### src/rtl/snooze_pkg.sv
package snooze_pkg;

    typedef enum logic [1:0] {
        PH_AWAKE = 2'd0,
        PH_ENTER = 2'd1,
        PH_SLEEP = 2'd2,
        PH_WAKE  = 2'd3
    } phase_e;

endpackage

### src/rtl/snooze_sync.sv
module snooze_sync #(
    parameter int STAGES = 2
) (
    input  logic clk,
    input  logic rst_n,
    input  logic async_in,
    output logic sync_out
);
    logic [STAGES-1:0] chain_q;
    logic [STAGES-1:0] chain_d;

    generate
        for (genvar g = 0; g < STAGES; g++) begin : g_stage
            if (g == 0) begin : g_first
                assign chain_d[g] = async_in;
            end else begin : g_rest
                assign chain_d[g] = chain_q[g-1];
            end
        end
    endgenerate

    always_ff @(posedge clk or negedge rst_n) begin
        if (!rst_n) chain_q <= '0;
        else        chain_q <= chain_d;
    end

    assign sync_out = chain_q[STAGES-1];
endmodule

### src/rtl/snooze_fsm.sv
module snooze_fsm
    import snooze_pkg::*;
#(
    parameter int ENTRY_CYCLES = 2,
    parameter int EXIT_CYCLES  = 2
) (
    input  logic   clk,
    input  logic   rst_n,
    input  logic   req_sync,
    input  logic   op_pending,
    output phase_e phase,
    output logic   err_pulse
);
    localparam int MAXC  = (ENTRY_CYCLES > EXIT_CYCLES) ? ENTRY_CYCLES : EXIT_CYCLES;
    localparam int CNT_W = (MAXC > 1) ? $clog2(MAXC) : 1;
    localparam logic [CNT_W-1:0] ENTRY_LAST = CNT_W'(ENTRY_CYCLES - 1);
    localparam logic [CNT_W-1:0] EXIT_LAST  = CNT_W'(EXIT_CYCLES - 1);

    typedef struct packed {
        phase_e         ph;
        logic [CNT_W-1:0] cnt;
        logic           err;
    } fsm_t;

    fsm_t st_q, st_d;

    always_comb begin
        st_d     = st_q;
        st_d.err = 1'b0;
        unique case (st_q.ph)
            PH_AWAKE: begin
                if (req_sync) begin
                    st_d.ph  = PH_ENTER;
                    st_d.cnt = '0;
                    st_d.err = op_pending;
                end
            end
            PH_ENTER: begin
                if (!req_sync) begin
                    st_d.ph  = PH_WAKE;
                    st_d.cnt = '0;
                end else if (st_q.cnt == ENTRY_LAST) begin
                    st_d.ph  = PH_SLEEP;
                    st_d.cnt = '0;
                end else begin
                    st_d.cnt = st_q.cnt + 1'b1;
                end
            end
            PH_SLEEP: begin
                if (!req_sync) begin
                    st_d.ph  = PH_WAKE;
                    st_d.cnt = '0;
                end
            end
            PH_WAKE: begin
                if (req_sync) begin
                    st_d.ph  = PH_ENTER;
                    st_d.cnt = '0;
                end else if (st_q.cnt == EXIT_LAST) begin
                    st_d.ph  = PH_AWAKE;
                    st_d.cnt = '0;
                end else begin
                    st_d.cnt = st_q.cnt + 1'b1;
                end
            end
            default: st_d.ph = PH_AWAKE;
        endcase
    end

    always_ff @(posedge clk or negedge rst_n) begin
        if (!rst_n) begin
            st_q.ph  <= PH_AWAKE;
            st_q.cnt <= '0;
            st_q.err <= 1'b0;
        end else begin
            st_q <= st_d;
        end
    end

    assign phase     = st_q.ph;
    assign err_pulse = st_q.err;
endmodule

### src/rtl/snooze_seq.sv
module snooze_seq
    import snooze_pkg::*;
#(
    parameter int SYNC_STAGES  = 2,
    parameter int ENTRY_CYCLES = 2,
    parameter int EXIT_CYCLES  = 2
) (
    input  logic clk,
    input  logic rst_n,
    input  logic sleep_req,
    input  logic op_pending,
    output logic in_gate_en,
    output logic out_hiz,
    output logic low_power,
    output logic pend_err
);
    logic   req_s;
    phase_e phase;

    snooze_sync #(.STAGES(SYNC_STAGES)) u_sync (
        .clk      (clk),
        .rst_n    (rst_n),
        .async_in (sleep_req),
        .sync_out (req_s)
    );

    snooze_fsm #(
        .ENTRY_CYCLES (ENTRY_CYCLES),
        .EXIT_CYCLES  (EXIT_CYCLES)
    ) u_fsm (
        .clk        (clk),
        .rst_n      (rst_n),
        .req_sync   (req_s),
        .op_pending (op_pending),
        .phase      (phase),
        .err_pulse  (pend_err)
    );

    assign in_gate_en = (phase == PH_AWAKE);
    assign out_hiz    = (phase != PH_AWAKE);
    assign low_power  = (phase == PH_SLEEP);
endmodule

### config.mk
export PLATFORM = sky130hd
export DESIGN_NAME = snooze_seq
export DESIGN_NICKNAME = d
export VERILOG_FILES = /design/src/rtl/snooze_pkg.sv /design/src/rtl/snooze_sync.sv /design/src/rtl/snooze_fsm.sv /design/src/rtl/snooze_seq.sv
export SDC_FILE = /design/constraint.sdc
export NUM_CORES = 1
export LEC_CHECK = 0
export ABC_AREA = 0
export ABC_CLOCK_PERIOD_IN_PS = 2500
export BUFFER_PORTS_ARGS = -buffer_cell sky130_fd_sc_hd__buf_2
export CAP_MARGIN = 10
export CORE_AREA = 2 2 39 41
export DETAILED_ROUTE_END_ITERATION = 10
export DIE_AREA = 0 0 41 43
export GPL_TIMING_DRIVEN = 0
export PLACE_DENSITY = 0.52
export SLEW_MARGIN = 20
export SYNTH_ARGS = -nofsm -noshare
export SYNTH_HDL_FRONTEND = slang
export SYNTH_SLANG_ARGS = --single-unit
### constraint.sdc
create_clock -name clk -period 2.5 [get_ports clk]
set_input_delay 0.5 -clock clk [delete_from_list [all_inputs] [get_ports clk]]
set_output_delay 0.5 -clock clk [all_outputs]
set_load 0.01 [all_outputs]
* Word-level counts from Yosys, hierarchy flattened
Index checks and enable logic that the tools add are counted. W data, S select, Z words.
Storage, ports and cells: register bits after elaboration 6, latch bits 0, bits in writable memories 0, memory bits (read-only) 0, output and inout port bits 4, word-level logic and storage cells 25, memories 0
Cells by class: $add $sub $neg 1, $mul 0, div/mod/pow operators 0, order comparisons 0, equality and inequality tests 7, shift operators 0, mux-type cells 9, bitwise gates (word level) 0, reduce and logical (&&, ||, !) cells 4
Operators with widths (number):
- $pmux W3 S4 | 1
- $mux W3 | 3
- $ne A3 B2 Y1 const B | 2
- $eq A2 B2 Y1 const B | 2
- $mux W2 | 2
- $mux W4 | 1
- $reduce_and A4 Y1 | 1
- $eq A2 B1 Y1 const B | 1
- $logic_not A2 Y1 | 1
- $mux W1 | 2
- $ne A2 B1 Y1 const B | 1
- $ne A2 B2 Y1 const B | 1
- $reduce_and A2 Y1 | 1
- $reduce_bool A2 Y1 | 1
- $add A1 B1 Y1 const B | 1

* Longest topological paths before layout
Gate-level depths: netlist of run 1.
word-level depth 4, mapped depth 6, gate-level depth less buffers 6

* Cells and area by module
From an unflattened synthesis of run 1, not the netlist that was laid out.
Second synthesis, totals: cell total of the unflattened synthesis 29, area, all modules 366.6 µm²
By module, submodules not included:
- snooze_fsm | times used 1, cells an instance 24, area an instance 297.8 µm², seq. area each 100.1 µm²
- snooze_sync | times used 1, cells an instance 2, area an instance 50.0 µm², seq. area each 50.0 µm²
- snooze_seq | times used 1, cells an instance 3, area an instance 18.8 µm², seq. area each 0.0 µm²

* Least setup slack after synthesis of run 1
OpenSTA, ideal clock, no wires.
path type reg2reg, start reg u_fsm.st_q, in the netlist u_fsm.phase[0], end reg u_fsm.st_q[1] in the netlist's numbering, library setup time 0.130 ns, arrival 1.376 ns, slack 0.993 ns, stages on the path, launching flop included 7, buffers on the path 0, cells stage by stage dfrtp_1 inv_1 ha_1 inv_1 and3_2 a211oi_1 a21oi_1
On the way: longest elaborated chain between the ends 3, elaborated cells between the ends (all ways) 8, classes of those cells 5 x eq/ne; 1 x mux; 2 x reduce/logical
RTL lines:
- start, declared | line snooze_fsm.sv:25 | fsm_t st_q, st_d;
- start signal, assigned | line snooze_fsm.sv:76 | st_q <= st_d;
- $logic_not A2 Y1 (*)
- net in_gate_en | line snooze_seq.sv:12 | output logic in_gate_en,
- $ne A2 B1 Y1 (no line)
- $reduce_and A2 Y1 (no line)
The timed path passes the listed nets; every way through them passes the cells marked *. A chain may end at the register's enable or synchronous reset.

* Worst setup path after layout of run 1
start reg u_fsm.st_q, in the netlist u_fsm.phase[0], end out out_hiz
On the way: longest elaborated chain between the ends 1
RTL lines:
- $reduce_bool A2 Y1 | line snooze_seq.sv:40 | assign out_hiz = (phase != PH_AWAKE);
- end, declared | line snooze_seq.sv:13 | output logic out_hiz,
Every way passes these cells.

==> results of run 1 <==
==> critical path: stages, from the launching register on <==
cell     delay, ns
dfrtp_1       0.40
inv_1         0.11
ha_1          0.34
inv_1         0.08
buf_2         0.15
==> power groups by stage <==
stage	combinational (mW)	clock (mW)	sequential (mW)
finish	0.268	0.0858	0.151
global route	0.304	0.0984	0.156
CTS	0.273	0.0916	0.151
detailed placement	0.271	0	0.152
global placement	0.263	0	0.151
floorplan	0.202	0	0.148
==> stage by stage <==
step | utilization (%) | worst slack (ns) | cell area (um^2) | instances
after floorplan | - | 0.993 | 327 | 29
after global placement | 27.6 | 0.965 | 382 | 52
after detailed placement | 27.6 | 0.941 | 382 | 52
after CTS | 29.2 | 0.681 | 404 | 55
after global routing | 29.2 | 0.559 | 404 | 55
final | 29.2 | 0.691 | 404 | 55
==> worst max-delay path by stage <==
stage | end | slack [ns] | cells past startpoint
floorplan | u_fsm.st_q[1]$_DFFE_PN0P_ | 0.99 | 6
CTS | out_hiz | 0.68 | 4
finish | out_hiz | 0.69 | 4
detailed placement | out_hiz | 0.94 | 4
global placement | out_hiz | 0.96 | 4
global route | out_hiz | 0.56 | 4
==> registers in the layout, summed over array words and instances, names as in the netlist <==
register / cells
u_fsm.err_pulse: 1
u_fsm.phase: 2
u_fsm.st_q: 1
u_sync.chain_q: 2
==> kinds of logic after synthesis <==
| logic type | after synthesis | share of synthesized area, % |
|---|---|---|
| AOI/OAI and AO/OA | 7 | 14.9 |
| DFF | 6 | 46.0 |
| muxes | 2 | 7.66 |
| buffers and inverters | 4 | 4.60 |
| and+or+nand+nor | 6 | 11.5 |
| adders and majority gates | 4 | 15.3 |
==> synth_stat cells (all sizes together) <==
cell / instances
dfrtp: 6
a21oi: 5
ha: 4
inv: 4
a211oi: 2
and3: 2
mux2: 1
mux2i: 1
nor2: 1
nor3: 1
nor4b: 1
or3: 1
==> final cells by class <==
cell class                 instances  area [um^2]
clock buffer                       3         22.5
fill                             152          980
inverter                           4         15.0
multi-input combinational         19          161
sequential                         6          150
tap                               16         20.0
timing repair buffer               7         35.0
==> routing by layer <==
layer,share of wire (%),global-route usage (%),vias up
met1,52,10.6,121
met2,44,11.9,4
met5,0,0,-
met4,0,4.00,0
li1,-,-,125
met3,4.1,6.28,0
==> run_results.csv, run 1 <==
group,metric,value,unit
status,status,"completed",
clocking,cts_hold_buf,0,
power,switching_share,39.5,%
clocking,cts.sinks,6,
synthesis,yosys_warnings,0,
synthesis,syn_inst,29,
final_layout,mostFrequentLayoutCell,"buf_2",
global_routing,grt_pass1_vias,237,
setup_path,start_kind,"register",
die,coreArea,1380,um^2
clocking,h-tree-depth,1,
global_routing,grt_pass1_wl,993,um
synthesis,yosys.cell_types.count,16,
power,pwr-share-clk,17.0,%
power,cell_internal_pwr,0.305,mW
synthesis,synth_top_area_share,46.0,%
die,die_w,41,um
final_layout,final_nets,49,
timing,fin_skew,0.00196,ns
route,drc,0,
timing,slew_viol_final,0,
clocking,clk_pin_slew,0.04,ns
die,ios,8,
final_layout,diodes,0,
setup_path,reg2reg_from,"u_fsm.phase[0]$_DFFE_PN0P_",
route,first_iter_violations,1,
timing,clock.fmax,553,MHz
placed_design,gp_congestion,0.604,
timing,maxSlewHeadroom,80.0,%
setup_path,r2r_slack,0.95,ns
clocking,clockBufferDepth,2,
global_routing,grt_max_degree,9,
power,p_comb_share,53.1,%
power,p_leak,0.207,nW
route,viasPerCell,4.55,
synthesis,synth_nets,37,
timing,fin_crit,1.81,ns
synthesis,avgSynthCellArea,11.3,um^2
die,die_y,43,um
final_layout,final_cell_mix,"buf_2, dfrtp_1, a21oi_1, ha_1",
setup_path,r2r_end,"u_fsm.phase[1]$_DFFE_PN0P_",
timing,post-route-period-util,72.3,%
final_layout,drive_gt1_share,38.5,%
route,drt_first_pass_iters,2,
power,p_switching,0.200,mW
setup_path,startpoint,"u_fsm.phase[0]$_DFFE_PN0P_",
timing,setup_viol,0,
timing,final.setup.tns,0,ns
power,ir_worst_vdd,376,uV
route,wl_per_cell,10.7,um
setup_path,reg2regPathDepth,5,
power,p_per_area,1250,nW/um^2
timing,hold_violations,0,
clocking,clk_latency,0.24,ns
final_layout,syn2layout_area_growth,23.8,%
synthesis,ys_seq_elements,6,
setup_path,crit_required,2.00,ns
setup_path,cp_max_fo,8,
route,postRouteAntennaNets,0,
min_path,hp-class,"input pin to async pin",
synthesis,yosys-top-cells-area,"dfrtp_1, ha_1, a21oi_1",
clocking,ctsRootBufferMaster,"clkbuf_4",
setup_path,crit_type,"register to output pin",
placed_design,hpwl,465,um
global_routing,grt_usage,8.92,%
clocking,numCtsBuffers,3,
timing,holdWs,0.0748,ns
setup_path,crit_arrival,1.31,ns
flow_run,maxCapViolations,0,
global_routing,antenna_found_initial,0,
synthesis,synth_top_area_cell,"dfrtp_1",
global_routing,grt-ovfl-total,0,
power,power_frac_seq,29.9,%
clocking,post_cts_resized,0,
route,vias,250,
die,initial_core_util,23.6,%
clocking,cts_tree,"done",
setup_path,crit_path_end_kind,"output pin",
timing,worst_slew_pin_slew,0.300,ns
die,rows,14,
power,p_total,0.505,mW
timing,rsz0062_at_grt,"no",
clocking,cts_setup_buffers,0,
route,drt-total-wl,588,um
synthesis,netlist_area,327,um^2
die,dieArea,1760,um^2
synthesis,ys_seq_area_share,46.0,%
placed_design,io_buffer_count,7,
No activity file was read; power rests on OpenSTA's default activity.
==> inputs of run 2 (changes only) <==
Settings changed: ABC_CLOCK_PERIOD_IN_PS 2500 to 1800.
Clock period 2.5 ns to 1.8 ns, I/O delays scaled along.
==> run_results.csv, run 2 (synthesis results as in run 1) <==
group,metric,value,unit
final_layout,design_area,417,um^2
global_routing,grt-ovfl-total,0,
power,p_comb_share,53.6,%
setup_path,crit_buf_inv,3,
route,drt_first_pass_iters,2,
clocking,clockBufferDepth,2,
power,p_per_area,1710,nW/um^2
route,drc,0,
flow_run,maxCapViolations,0,
timing,worst_slew_pin_slew,0.250,ns
clocking,h-tree-depth,1,
final_layout,final_core_util,30.1,%
status,status,"completed",
final_layout,drive_gt1_share,40.0,%
setup_path,cp_common_cell,"inv_1",
timing,setup_viol,0,
setup_path,critPathMaxStageDelay,0.40,ns
timing,slew_viol_final,0,
setup_path,critical-path-top-delay-family,"flip-flops",
final_layout,mostFrequentLayoutCell,"buf_2",
setup_path,crit_path_end_kind,"output pin",
placed_design,placedInstanceArea,382,um^2
die,die_w,41,um
clocking,cts.sinks,6,
clocking,clk_latency,0.24,ns
die,rows,14,
final_layout,final_cell_mix,"buf_2, dfrtp_1, a21oi_1",
timing,rsz0062_at_grt,"no",
timing,maxSlewHeadroom,83.1,%
route,postRouteAntennaNets,0,
clocking,cts_setup_buffers,0,
timing,fin_skew,0.00443,ns
clocking,cts_tree,"done",
route,wl_per_cell,10.8,um
timing,final.setup.tns,0,ns
power,cell_internal_pwr,0.431,mW
die,ios,8,
final_layout,register_area,150,um^2
global_routing,antenna_found_initial,0,
setup_path,cp_max_fo,8,
power,ir_worst_vdd,524,uV
global_routing,grt_max_degree,9,
timing,hold_violations,0,
global_routing,grt_pass1_vias,237,
setup_path,start_kind,"register",
placed_design,place_ws,0.251,ns
route,viasPerCell,4.52,
power,power_frac_seq,29.4,%
final_layout,syn2layout_area_growth,27.6,%
timing,fin_crit,1.58,ns
min_path,hp-class,"input pin to register",
final_layout,diodes,0,
timing,setup_slack,0.217,ns
route,vias,253,
setup_path,crit_required,1.44,ns
power,pwr-share-clk,17.0,%
placed_design,io_buffer_count,7,
global_routing,grt_usage,8.92,%
power,p_leak,0.209,nW
timing,clock.fmax,632,MHz
timing,post-route-period-util,88.0,%
clocking,clk_pin_slew,0.05,ns
placed_design,hpwl,465,um
power,switching_share,39.4,%
setup_path,slowest_stage,"dfrtp_1",
final_layout,n_fill_cell,151,
route,drt-total-wl,602,um
route,first_iter_violations,1,
placed_design,gp_congestion,0.604,
die,dieArea,1760,um^2
final_layout,multi_input_comb_area,164,um^2
global_routing,grt_pass1_wl,993,um
final_layout,final_nets,50,
setup_path,crit_type,"register to output pin",
die,initial_core_util,23.6,%
setup_path,crit_arrival,1.22,ns
die,coreArea,1380,um^2
die,die_y,43,um
setup_path,path_cells,"inv_1 > ha_2 > inv_1 > buf_2",
clocking,numCtsBuffers,3,
power,p_switching,0.280,mW
clocking,ctsRootBufferMaster,"clkbuf_4",
run 2: per-stage QoR:
step / cells / hold WS, ns / total power, mW
after CTS: 56 / 0.221 / 0.717
final: 56 / 0.227 / 0.711
after global placement: 52 / 0.188 / 0.575
after floorplan: 29 / 0.0644 / 0.486
after global routing: 56 / 0.216 / 0.784
after detailed placement: 52 / 0.191 / 0.588
run 2: worst paths after layout:
check	from	to	slack, ns	cells past startpoint
min	sleep_req	u_sync.chain_q[0]$_DFF_PN0_	0.23	1
max reg2reg	u_fsm.phase[0]$_DFFE_PN0P_	u_fsm.phase[1]$_DFFE_PN0P_	0.30	5
max in group asynchronous	rst_n	u_fsm.phase[1]$_DFFE_PN0P_	1.18	2
min reg2reg	u_sync.chain_q[0]$_DFF_PN0_	u_sync.chain_q[1]$_DFF_PN0_	0.36	0
max	u_fsm.phase[0]$_DFFE_PN0P_	out_hiz	0.22	4
min in group asynchronous	rst_n	u_fsm.err_pulse$_DFF_PN0_	0.47	2
run 2: power by group through the flow:
stage | clock (mW) | sequential, mW | combinational (mW)
floorplan | 0 | 0.206 | 0.280
global placement | 0 | 0.209 | 0.365
detailed placement | 0 | 0.211 | 0.377
CTS | 0.127 | 0.209 | 0.381
global route | 0.137 | 0.217 | 0.431
finish | 0.121 | 0.209 | 0.381
run 2: cell type report:
| cell class | count | area share [%] |
|---|---|---|
| timing repair buffer | 8 | 10.8 |
| multi-input combinational | 19 | 39.3 |
| sequential | 6 | 36.0 |
| clock buffer | 3 | 5.41 |
| inverter | 4 | 3.60 |
| tap | 16 | 4.80 |
run 2: worst reg2reg max path: stages, from the launching register on:
cell and delay (ns):
dfrtp_1 0.40, inv_1 0.11, ha_1 0.26, a21oi_1 0.08, a21oi_2 0.21, mux2_4 0.32
run 2: repair_timing:
item,in CTS,in global routing
hold buffers,1,0
gates resized for setup,0,1
hold endpoints to repair,6,0
setup endpoints to repair,0,1
run 2: layer usage:
layer	vias up	track usage [%]	wire [um]
li1	126	-	-
met1	123	10.6	313
met2	4	11.9	264
met3	0	6.28	24
met4	0	4.00	0
met5	-	0	0
==> inputs of run 3 (changes only) <==
Settings changed: ABC_CLOCK_PERIOD_IN_PS 1800 to 1900.
Clock period 1.8 ns to 1.9 ns, I/O delays scaled along.
==> run_results.csv, run 3 (synthesis results as in run 1) <==
group,metric,value,unit
final_layout,final_nets,50,
die,coreArea,1380,um^2
clocking,cts_tree,"done",
route,drt-total-wl,600,um
timing,setup_viol,0,
final_layout,final_cell_mix,"buf_2, dfrtp_1, a21oi_1, ha_1",
timing,maxSlewHeadroom,80.0,%
route,postRouteAntennaNets,0,
placed_design,place_ws,0.351,ns
power,pwr-share-clk,17.2,%
power,p_comb_share,53.1,%
setup_path,critPathCapture,"out_hiz",
clocking,clockBufferDepth,2,
route,vias,254,
route,drc,0,
clocking,ctsRootBufferMaster,"clkbuf_4",
die,rows,14,
route,drt_first_pass_iters,2,
setup_path,start_kind,"register",
setup_path,reg2regPathDepth,5,
placed_design,gp_congestion,0.604,
global_routing,grt_usage,8.92,%
timing,fin_crit,1.69,ns
flow_run,maxCapViolations,0,
global_routing,grt_pass1_wl,993,um
die,initial_core_util,23.6,%
setup_path,crit_required,1.52,ns
final_layout,final_core_util,29.9,%
setup_path,startpoint,"u_fsm.phase[0]$_DFFE_PN0P_",
route,wl_per_cell,10.7,um
final_layout,mostFrequentLayoutCell,"buf_2",
timing,post-route-period-util,88.9,%
timing,slew_viol_final,0,
timing,final.setup.tns,0,ns
clocking,cts.sinks,6,
power,p_leak,0.211,nW
setup_path,r2r_slack,0.35,ns
die,dieArea,1760,um^2
timing,setup_slack,0.211,ns
timing,hold_violations,0,
setup_path,cp_max_fo,8,
power,ir_worst_vdd,495,uV
setup_path,r2r_end,"u_fsm.phase[1]$_DFFE_PN0P_",
global_routing,grt_max_degree,9,
final_layout,diodes,0,
die,die_y,43,um
clocking,numCtsBuffers,3,
power,cell_internal_pwr,0.403,mW
route,viasPerCell,4.54,
power,p_switching,0.264,mW
clocking,clk_pin_slew,0.05,ns
placed_design,hpwl,465,um
clocking,post_cts_resized,0,
status,status,"completed",
timing,clock.fmax,592,MHz
die,ios,8,
global_routing,antenna_found_initial,0,
route,first_iter_violations,1,
global_routing,grt-ovfl-total,0,
power,p_per_area,1610,nW/um^2
timing,rsz0062_at_grt,"no",
min_path,hp-class,"input pin to register",
final_layout,drive_gt1_share,37.5,%
timing,worst_slew_pin_slew,0.300,ns
setup_path,crit_path_end_kind,"output pin",
setup_path,crit_type,"register to output pin",
timing,holdWs,0.247,ns
setup_path,reg2reg_from,"u_fsm.phase[0]$_DFFE_PN0P_",
clocking,clk_latency,0.24,ns
power,power_frac_seq,29.7,%
clocking,h-tree-depth,1,
placed_design,dp.cells,52,
timing,fin_skew,0.00443,ns
placed_design,io_buffer_count,7,
final_layout,n_fill_cell,151,
final_layout,fin_cells,56,
setup_path,crit_arrival,1.31,ns
final_layout,syn2layout_area_growth,26.8,%
global_routing,grt_pass1_vias,237,
die,die_w,41,um
clocking,cts_setup_buffers,0,
power,switching_share,39.6,%
[run 3: cell counts in the layout (fill, tap and decap cells not counted)]
Identical to the previous run, type by type.
[run 3: worst min path at each step]
stage / slack (ns) / cells past startpoint / startpoint / to
5_1_grt: 0.24 / 1 / sleep_req / u_sync.chain_q[0]$_DFF_PN0_
4_1_cts: 0.24 / 1 / sleep_req / u_sync.chain_q[0]$_DFF_PN0_
6_report: 0.25 / 1 / sleep_req / u_sync.chain_q[0]$_DFF_PN0_
3_3_place_gp: 0.21 / 1 / rst_n / u_sync.chain_q[0]$_DFF_PN0_
2_1_floorplan: 0.08 / 0 / rst_n / u_fsm.err_pulse$_DFF_PN0_
3_5_place_dp: 0.21 / 1 / rst_n / u_sync.chain_q[1]$_DFF_PN0_
[run 3: what timing repair did]
action	4_1_cts	5_1_grt
hold endpoints to repair	6	0
endpoints found under the setup margin	0	0
hold buffers	1	0
[run 3: cell type report]
class | instances | area, um^2 | area share, %
Multi-Input combinational cell | 19 | 161 | 39.0
Timing Repair Buffer | 8 | 45.0 | 10.9
Clock buffer | 3 | 22.5 | 5.44
Sequential cell | 6 | 150 | 36.3
Inverter | 4 | 15.0 | 3.63
Tap cell | 16 | 20.0 | 4.83
[run 3: routing by layer]
layer	GRT usage, %	part of all wire (%)	wire (um)	vias up
met4	4.00	0	0	0
met1	10.6	52	312	123
li1	-	-	-	127
met3	6.28	4.0	24	0
met2	11.9	44	263	4
met5	0	0	0	-
[run 3: power groups by stage]
stage | logic [mW] | registers (mW) | clock network [mW]
6_report | 0.354 | 0.198 | 0.115
5_1_grt | 0.401 | 0.205 | 0.130
4_1_cts | 0.361 | 0.198 | 0.121
3_5_place_dp | 0.357 | 0.200 | 0
2_1_floorplan | 0.265 | 0.195 | 0
3_3_place_gp | 0.346 | 0.198 | 0
[run 3: critical path, stage by stage, from the launching register on]
cell and delay, ns:
dfrtp_1 0.40, inv_1 0.11, ha_1 0.34, inv_1 0.08
buf_2 0.15
[run 3: metrics by stage]
step | instance area (um^2) | power, mW
floorplan | 327 | 0.461
global placement | 382 | 0.545
detailed placement | 382 | 0.557
CTS | 414 | 0.680
global route | 414 | 0.736
finish | 414 | 0.667
